<file path="src/rtl/sio_shifter.sv">
module sio_shifter #(
  parameter int BAUD_DIV = 5
) (
  input  logic       clk,
  input  logic       rst_n,
  input  logic       ctl_we,
  input  logic       ctl_tx_en,
  input  logic       ctl_rx_en,
  input  logic       ctl_lsb_first,
  input  logic [1:0] ctl_clk_sel,
  input  logic       wr_stb,
  input  logic [7:0] wr_byte,
  input  logic       rd_stb,
  output logic [7:0] rd_byte,
  input  logic       sck_in,
  output logic       sck_out,
  output logic       sck_oe,
  output logic       sdo,
  input  logic       sdi,
  output logic       busy,
  output logic       done
);

  localparam int CW = (BAUD_DIV > 2) ? $clog2(BAUD_DIV) : 1;

  logic          tx_en, rx_en, lsb_first;
  logic [1:0]    clk_sel;
  logic [7:0]    sreg;
  logic          rx_bit;
  logic [3:0]    nrise;
  logic [CW-1:0] hcnt;
  logic [CW-1:0] half_m1;
  logic          sck_q;
  logic [2:0]    ext_sy;

  function automatic logic [7:0] shift_in(input logic [7:0] r, input logic b, input logic lsb);
    return lsb ? {b, r[7:1]} : {r[6:0], b};
  endfunction

  wire any_en   = tx_en || rx_en;
  wire ext_mode = (clk_sel == 2'b00);
  wire run      = busy && any_en;

  always_comb begin
    case (clk_sel)
      2'b01:   half_m1 = CW'(BAUD_DIV - 1);
      2'b10:   half_m1 = CW'(1);
      default: half_m1 = '0;
    endcase
  end

  wire tick     = run && !ext_mode && (hcnt >= half_m1);
  wire ev_fall  = ext_mode ? (run && !ext_sy[1] && ext_sy[2]) : (tick && sck_q);
  wire ev_rise  = ext_mode ? (run && ext_sy[1] && !ext_sy[2]) : (tick && !sck_q);
  wire start_wr = wr_stb && !busy && any_en;
  wire start_rd = !start_wr && rd_stb && !busy && rx_en;
  wire last     = ev_rise && (nrise == 4'd7);
  wire in_now   = sdi && rx_en;

  always_ff @(posedge clk or negedge rst_n) begin
    if (!rst_n) begin
      tx_en     <= 1'b0;
      rx_en     <= 1'b0;
      lsb_first <= 1'b0;
      clk_sel   <= 2'b00;
      sreg      <= '0;
      rx_bit    <= 1'b0;
      nrise     <= '0;
      hcnt      <= '0;
      sck_q     <= 1'b1;
      ext_sy    <= 3'b111;
      busy      <= 1'b0;
      done      <= 1'b0;
    end else begin
      ext_sy <= {ext_sy[1:0], sck_in};
      done   <= last;
      if (ctl_we) begin
        tx_en     <= ctl_tx_en;
        rx_en     <= ctl_rx_en;
        lsb_first <= ctl_lsb_first;
        if (!any_en) clk_sel <= ctl_clk_sel;
      end
      if (start_wr || start_rd) begin
        busy  <= 1'b1;
        nrise <= '0;
        hcnt  <= '0;
        sck_q <= 1'b1;
        if (start_wr) sreg <= wr_byte;
      end else if (run) begin
        if (!ext_mode) hcnt <= tick ? '0 : hcnt + 1'b1;
        if (tick) sck_q <= ~sck_q;
        if (ev_rise) begin
          nrise  <= nrise + 4'd1;
          rx_bit <= in_now;
        end
        if (ev_fall && nrise != 4'd0) sreg <= shift_in(sreg, rx_bit, lsb_first);
        if (last) begin
          sreg <= shift_in(sreg, in_now, lsb_first);
          busy <= 1'b0;
        end
      end
    end
  end

  assign rd_byte = sreg;
  assign sck_out = ext_mode ? 1'b1 : sck_q;
  assign sck_oe  = !ext_mode;
  assign sdo     = (busy && tx_en) ? (lsb_first ? sreg[0] : sreg[7]) : 1'b1;

  AST_DONE_PULSE: assert property (@(posedge clk) disable iff (!rst_n) done |=> !done);
  AST_DONE_IDLE: assert property (@(posedge clk) disable iff (!rst_n) done |-> !busy);
  AST_BUSY_END: assert property (@(posedge clk) disable iff (!rst_n) $fell(busy) |-> done);
  AST_SEL_LOCKED: assert property (@(posedge clk) disable iff (!rst_n) (tx_en || rx_en) |=> $stable(clk_sel));
  AST_IDLE_HIGH: assert property (@(posedge clk) disable iff (!rst_n) !busy |-> sck_out);
  AST_OFF_FROZEN: assert property (@(posedge clk) disable iff (!rst_n) (!tx_en && !rx_en) |=> $stable(sreg));
  AST_RISE_BOUND: assert property (@(posedge clk) disable iff (!rst_n) busy |-> (nrise <= 4'd7));

endmodule

</file>
<file path="config.mk">
export PLATFORM = sky130hd
export DESIGN_NAME = sio_shifter
export DESIGN_NICKNAME = d
export VERILOG_FILES = /design/src/rtl/sio_shifter.sv
export SDC_FILE = /design/constraint.sdc
export NUM_CORES = 1
export LEC_CHECK = 0
export BUFFER_PORTS_ARGS = -buffer_cell sky130_fd_sc_hd__buf_2
export CAP_MARGIN = 40
export CORE_MARGIN = 2
export CORE_UTILIZATION = 40
export DETAILED_ROUTE_END_ITERATION = 12
export RECOVER_POWER = 25
export SLEW_MARGIN = 20
export SYNTH_ARGS = -nofsm -noshare
export SYNTH_HDL_FRONTEND = slang
export SYNTH_SLANG_ARGS = --single-unit
</file>
<file path="constraint.sdc">
create_clock -name clk -period 2.6 [get_ports clk]
set_input_delay 0.13 -clock clk [delete_from_list [all_inputs] [get_ports clk]]
set_output_delay 0.13 -clock clk [all_outputs]
set_load 0.02 [all_outputs]
</file>
==> out/qor.yml, run 1 <==
final_layout:
  nets: 209
  final_common_cell: "buf_2"
  stdcell_count: 231
  syn_to_final_growth_pct: 17.59
  multiInputGateArea_um2: 767.0
  final_cell_mix: "buf_2 (31), dfrtp_1 (23), nand2_1 (17), o21ai_0 (15), nor2_1 (12)"
  drive_gt1_share_pct: 28.42
  fin_area_um2: 1773
  regArea_um2: 680.7
  fillerInstances: 376
  diodes: 0
pwr:
  cellPowerDensity_nw_per_um2: 1046
  vdd_drop_max_mv: 0.5629
  p_leak_nw: 0.8277
worst_setup_path:
  worst-endpoint-required_ns: 2.76
  critical_path.max_fanout: 8
  crit_path_end_kind: "register"
  arrival_ns: 2.58
  start_kind: "register"
  crit_type: "reg -> reg"
  worstRegToRegCells: 8
floorplanning:
  rows: 22
  die-area_um2: 4277
  die_x_um: 65.40
  floorplan.initialDensity_pct: 41.49
  core_um2: 3633
  boundaryPins: 33
  die_h_um: 65.40
synthesis:
  async_flop_share_pct: 100.0
  syn_inst: 149
  ys_types: 32
  syn_nets: 174
  synth-main-ff-cell: "dfrtp_1"
  synthesis.area_um2: 1508
  synth_seq_cells: 27
  ys_seq_area_share_pct: 45.15
  synth_warnings: 0
  syn_area_per_cell_um2: 10.12
  synth_edf_count: 0
placement:
  dpl.hpwl_mm: 2.210
  placed_area_um2: 1704
  post-place-ws_ns: 0.001913
  globalplace.congestion: 0.7329
  numPlacedInstances: 225
  io_buffers: 32
timing:
  period_needed_ns: 2.420
  rsz0062_at_grt: "false"
  drv_slew: 0
  slew_headroom_pct: 4.817
  finalCritPeriodShare_pct: 93.08
  skew_ns: 0.005586
  fin_ws_ns: 0.1800
  finalSetupViolCount: 0
  hold_violations: 0
  fmax_mhz: 413.2
  worst_pin_slew_ns: 1.428
  tns_ns: 0
detailed_routing:
  dr.pass1.iters: 4
  vias: 1174
  via_per_inst: 5.082
  drc_errors: 0
  ant_nets: 0
  wirelength_mm: 2.972
  drt_iter0_markers: 41
  wl_per_cell_um: 12.87
global_routing:
  grt_usage_pct: 15.21
  grt_max_degree: 28
  overflow: 0
  antenna_found_initial: 0
  grt_first_pass_wirelength_mm: 5.133
  grt_pass1_vias: 1211
cts:
  cts_root_buf: "clkbuf_8"
  h-tree-depth: 1
  cts_num_sinks: 27
  cts_tree: "yes"
  clk_pin_slew_ns: 0.09
  post_cts_buffers: 0
  clock_path_buffers: 2
  cts_buffers: 3
  clk_latency_ns: 0.26
run:
  cap_violations: 0
hold_path:
  min_path_type: "in -> reg"
  min_path_cells: 3
status:
  status: "complete, no violations"
-- power by group --
part           total [W]  switching [W]  internal, W
Sequential      0.000727       0.000155     0.000572
Clock           0.000232       0.000122     0.000109
Combinational   0.000895       0.000453     0.000443
-- sequential cells by signal, summed over array words and instances, names as in the netlist --
signal,cells
rx_en,1
hcnt,3
rd_byte,8
lsb_first,1
done,1
busy,1
ext_sy,3
rx_bit,1
sck_q,1
tx_en,1
nrise,4
clk_sel,2
-- metrics by stage --
step	total power (W)	hold WS (ns)	utilization, %
final	0.001855	0.07872	48.79
after detailed placement	0.001634	0.1762	46.90
after CTS	0.001882	0.08061	48.83
after floorplan	0.001415	-0.1656	-
after global placement	0.001603	0.1651	46.90
after global routing	0.001995	0.09174	48.79
-- layout make-up --
class | count | area share (%)
clock buffers | 4 | 2.541
inverters | 7 | 1.482
repair buffers | 36 | 10.94
multi-input cells | 109 | 43.26
flip-flops and latches | 27 | 38.39
well taps | 48 | 3.387
-- final timing paths --
path | start | end | slack, ns
max | clk_sel[1]$_DFFE_PN0P_ | rd_byte[0]$_DFFE_PN0P_ | 0.18
min | ctl_lsb_first | lsb_first$_DFFE_PN0P_ | 0.08
max reg2reg | clk_sel[1]$_DFFE_PN0P_ | rd_byte[0]$_DFFE_PN0P_ | 0.18
min reg2reg | ext_sy[0]$_DFF_PN1_ | ext_sy[1]$_DFF_PN1_ | 0.37
max in group asynchronous | rst_n | nrise[3]$_DFFE_PN0P_ | 1.04
min in group asynchronous | rst_n | tx_en$_DFFE_PN0P_ | 0.72
-- cells in the mapped netlist, types with 2 or more instances --
| library cell | number | area [um2] |
|---|---|---|
| dfrtp_1 | 23 | 575.6 |
| o41ai_1 | 2 | 17.52 |
| ha_1 | 5 | 62.56 |
| inv_1 | 7 | 26.28 |
| nand2b_1 | 2 | 12.51 |
| dfstp_2 | 4 | 105.1 |
| nand3b_1 | 5 | 37.54 |
| nor3b_1 | 6 | 45.04 |
| a21oi_1 | 6 | 30.03 |
| mux2_4 | 6 | 90.09 |
| clkbuf_1 | 2 | 7.510 |
| o21ai_0 | 15 | 75.07 |
| mux2_1 | 2 | 22.52 |
| nor2_1 | 12 | 45.04 |
| a31oi_1 | 3 | 18.77 |
| nor2b_1 | 2 | 12.51 |
| buf_6 | 2 | 22.52 |
| nand3_1 | 2 | 10.01 |
| mux2_2 | 5 | 56.30 |
| o21bai_1 | 3 | 22.52 |
| mux2i_1 | 8 | 80.08 |
| nand2_1 | 17 | 63.81 |
-- kinds of logic after synthesis --
| group | synth area share (%) |
|---|---|
| simple gates | 16.76 |
| compound gates | 12.53 |
| flops | 45.15 |
| mux | 16.51 |
| buf+inv | 4.315 |
| fa+ha+maj | 4.149 |
| xor+xnor | 0.5810 |
-- critical path: stages, from the launching register on --
cell and delay [ns]:
dfrtp_1 0.43, nor2b_1 0.15, ha_1 0.27, nor3b_1 0.24, o21bai_1 0.17, a31oi_1 0.21, nor2_1 0.06, or3_4 0.46
mux2_1 0.34
-- what timing repair did --
item / 4_1_cts / 5_1_grt
hold buffers: 2 / 0
gates resized for setup: 1 / 0
endpoints found under the setup margin: 2 / 0
endpoints found under the hold margin: 24 / 0
-- metal layers --
metal	vias up	part of all wire (%)	global-route usage [%]
met2	21	47	28.19
met3	2	3.6	2.226
met5	-	0	0
met4	0	0.64	4.688
li1	586	-	-
met1	565	49	18.00
No activity file was read; power rests on OpenSTA's default activity.
==> inputs of run 2 (changes only) <==
--- a/config.mk
+++ b/config.mk
@@ -7,9 +7,11 @@
 export LEC_CHECK = 0
 export BUFFER_PORTS_ARGS = -buffer_cell sky130_fd_sc_hd__buf_2
 export CAP_MARGIN = 40
+export CORE_ASPECT_RATIO = 0.5
 export CORE_MARGIN = 2
-export CORE_UTILIZATION = 40
+export CORE_UTILIZATION = 49
 export DETAILED_ROUTE_END_ITERATION = 12
+export PLACE_DENSITY = 0.73
 export RECOVER_POWER = 25
 export SLEW_MARGIN = 20
 export SYNTH_ARGS = -nofsm -noshare
==> run 2 against run 1 <==
Effect of this change: clock power is essentially flat; critical endpoint unchanged; die area shrank 17%; final area shrank 0.28%.
==> out/qor.yml, run 2 (synthesized netlist as in run 1, its figures left out) <==
status:
  status: "complete, no violations"
final_layout:
  largest_reg_flops: 8
  stdcell_count: 223
  diodes: 0
  syn_to_final_growth_pct: 17.26
  final_common_cell: "buf_2"
  drive_gt1_share_pct: 28.96
  final_cell_mix: "buf_2 (31), dfrtp_1 (23), nand2_1 (17), o21ai_0 (15), nor2_1 (12)"
  nets: 209
  fin_area_um2: 1768
worst_setup_path:
  start_kind: "register"
  worst-endpoint-required_ns: 2.76
  path_delay_family: "simple AND/OR/NAND/NOR gates"
  critPathBufInv: 0
  critPathMaxStageDelay_ns: 0.46
  crit_path_end_kind: "register"
  critical_path.max_fanout: 8
  path_cells: "nor2b_1 > ha_1 > nor3b_2 > o21bai_1 > a31oi_1 > nor2_1 > or3_4 > mux2_1"
  crit_type: "reg -> reg"
  worst_path_max_delay_cell: "or3_4"
  arrival_ns: 2.51
cts:
  cts_buffers: 3
  cts_num_sinks: 27
  h-tree-depth: 1
  post_cts_buffers: 0
  clk_latency_ns: 0.27
  clk_pin_slew_ns: 0.09
  cts_tree: "yes"
  cts_root_buf: "clkbuf_8"
  clock_path_buffers: 2
pwr:
  p_leak_nw: 0.8295
  vdd_drop_max_mv: 0.6298
  cellPowerDensity_nw_per_um2: 1058
floorplanning:
  core_um2: 2960
  die-area_um2: 3564
  rows: 14
  die_h_um: 43.23
  die_x_um: 82.45
  boundaryPins: 33
  floorplan.initialDensity_pct: 50.93
global_routing:
  globalRouteMet1Util_pct: 25.82
  overflow: 0
  antenna_found_initial: 0
  busiest_layer: "met2"
  grt_first_pass_wirelength_mm: 4.974
  grt_usage_pct: 18.52
  grt_max_degree: 28
  grt_use_met3_pct: 5.319
  grt_pass1_vias: 1117
  use_met2_pct: 28.71
detailed_routing:
  ant_nets: 0
  drc_errors: 0
  wl_per_cell_um: 13.17
  drt_iter0_markers: 31
  vias: 1183
  via_per_inst: 5.305
  dr.pass1.iters: 4
  wirelength_mm: 2.938
placement:
  io_buffers: 32
  dpl.hpwl_mm: 2.150
  numPlacedInstances: 217
  globalplace.congestion: 0.8137
  post-place-ws_ns: 0.05369
  placed_area_um2: 1694
hold_path:
  min_path_type: "in -> reg"
timing:
  tns_ns: 0
  period_needed_ns: 2.350
  worst_pin_slew_ns: 1.418
  slew_headroom_pct: 5.493
  hold_violations: 0
  finalCritPeriodShare_pct: 90.39
  skew_ns: 0.001215
  fmax_mhz: 425.5
  rsz0062_at_grt: "false"
  finalSetupViolCount: 0
  drv_slew: 0
  fin_ws_ns: 0.2500
run:
  cap_violations: 0
-- run 2: area by class of cell --
cell class              instances  area (um2)
flip-flops and latches         27       680.7
repair buffers                 36       193.9
inverters                       7       26.28
fillers                       262        1192
multi-input cells             109       772.0
clock buffers                   4       45.04
well taps                      40       50.05
-- run 2: final timing paths --
| check | startpoint | endpoint | slack, ns | cells past startpoint |
|---|---|---|---|---|
| worst max-delay path | clk_sel[1]$_DFFE_PN0P_ | rd_byte[0]$_DFFE_PN0P_ | 0.25 | 8 |
| worst min-delay path | ctl_lsb_first | lsb_first$_DFFE_PN0P_ | 0.07 | 3 |
| worst max register to register | clk_sel[1]$_DFFE_PN0P_ | rd_byte[0]$_DFFE_PN0P_ | 0.25 | 8 |
| worst min register to register | ext_sy[0]$_DFF_PN1_ | ext_sy[1]$_DFF_PN1_ | 0.37 | 0 |
| max in group asynchronous | rst_n | hcnt[1]$_DFFE_PN0P_ | 1.06 | 2 |
| min in group asynchronous | rst_n | lsb_first$_DFFE_PN0P_ | 0.72 | 2 |
-- run 2: what timing repair did --
| item | CTS | global route |
|---|---|---|
| gates resized for setup | 0 | 2 |
| endpoints found under the hold margin | 24 | 0 |
| hold buffers | 2 | 0 |
| endpoints found under the setup margin | 0 | 8 |
-- run 2: per-layer routing --
layer,up-vias,share of wire (%)
met4,0,0.85
met2,20,46
li1,587,-
met1,574,49
met3,2,4.6
met5,-,0
-- run 2: worst register-to-register path: stages, from the launching register on --
cell	delay, ns
dfrtp_1	0.42
nor2b_1	0.15
ha_1	0.28
nor3b_2	0.19
o21bai_1	0.15
a31oi_1	0.20
nor2_1	0.06
or3_4	0.46
mux2_1	0.34
-- run 2: where the power goes --
part	internal [W]	total, W	switching (W)
sequential	0.000572	0.000727	0.000154
combinational	0.000445	0.000908	0.000463
clock	0.000110	0.000235	0.000125
-- run 2: metrics by stage --
stage	hold WS (ns)	utilization [%]	total power [W]
2_1_floorplan	-0.1656	-	0.001415
4_1_cts	0.06978	59.43	0.001873
3_3_place_gp	0.1654	57.23	0.001600
5_1_grt	0.07979	59.72	0.002019
6_report	0.06825	59.72	0.001870
3_5_place_dp	0.1672	57.23	0.001630
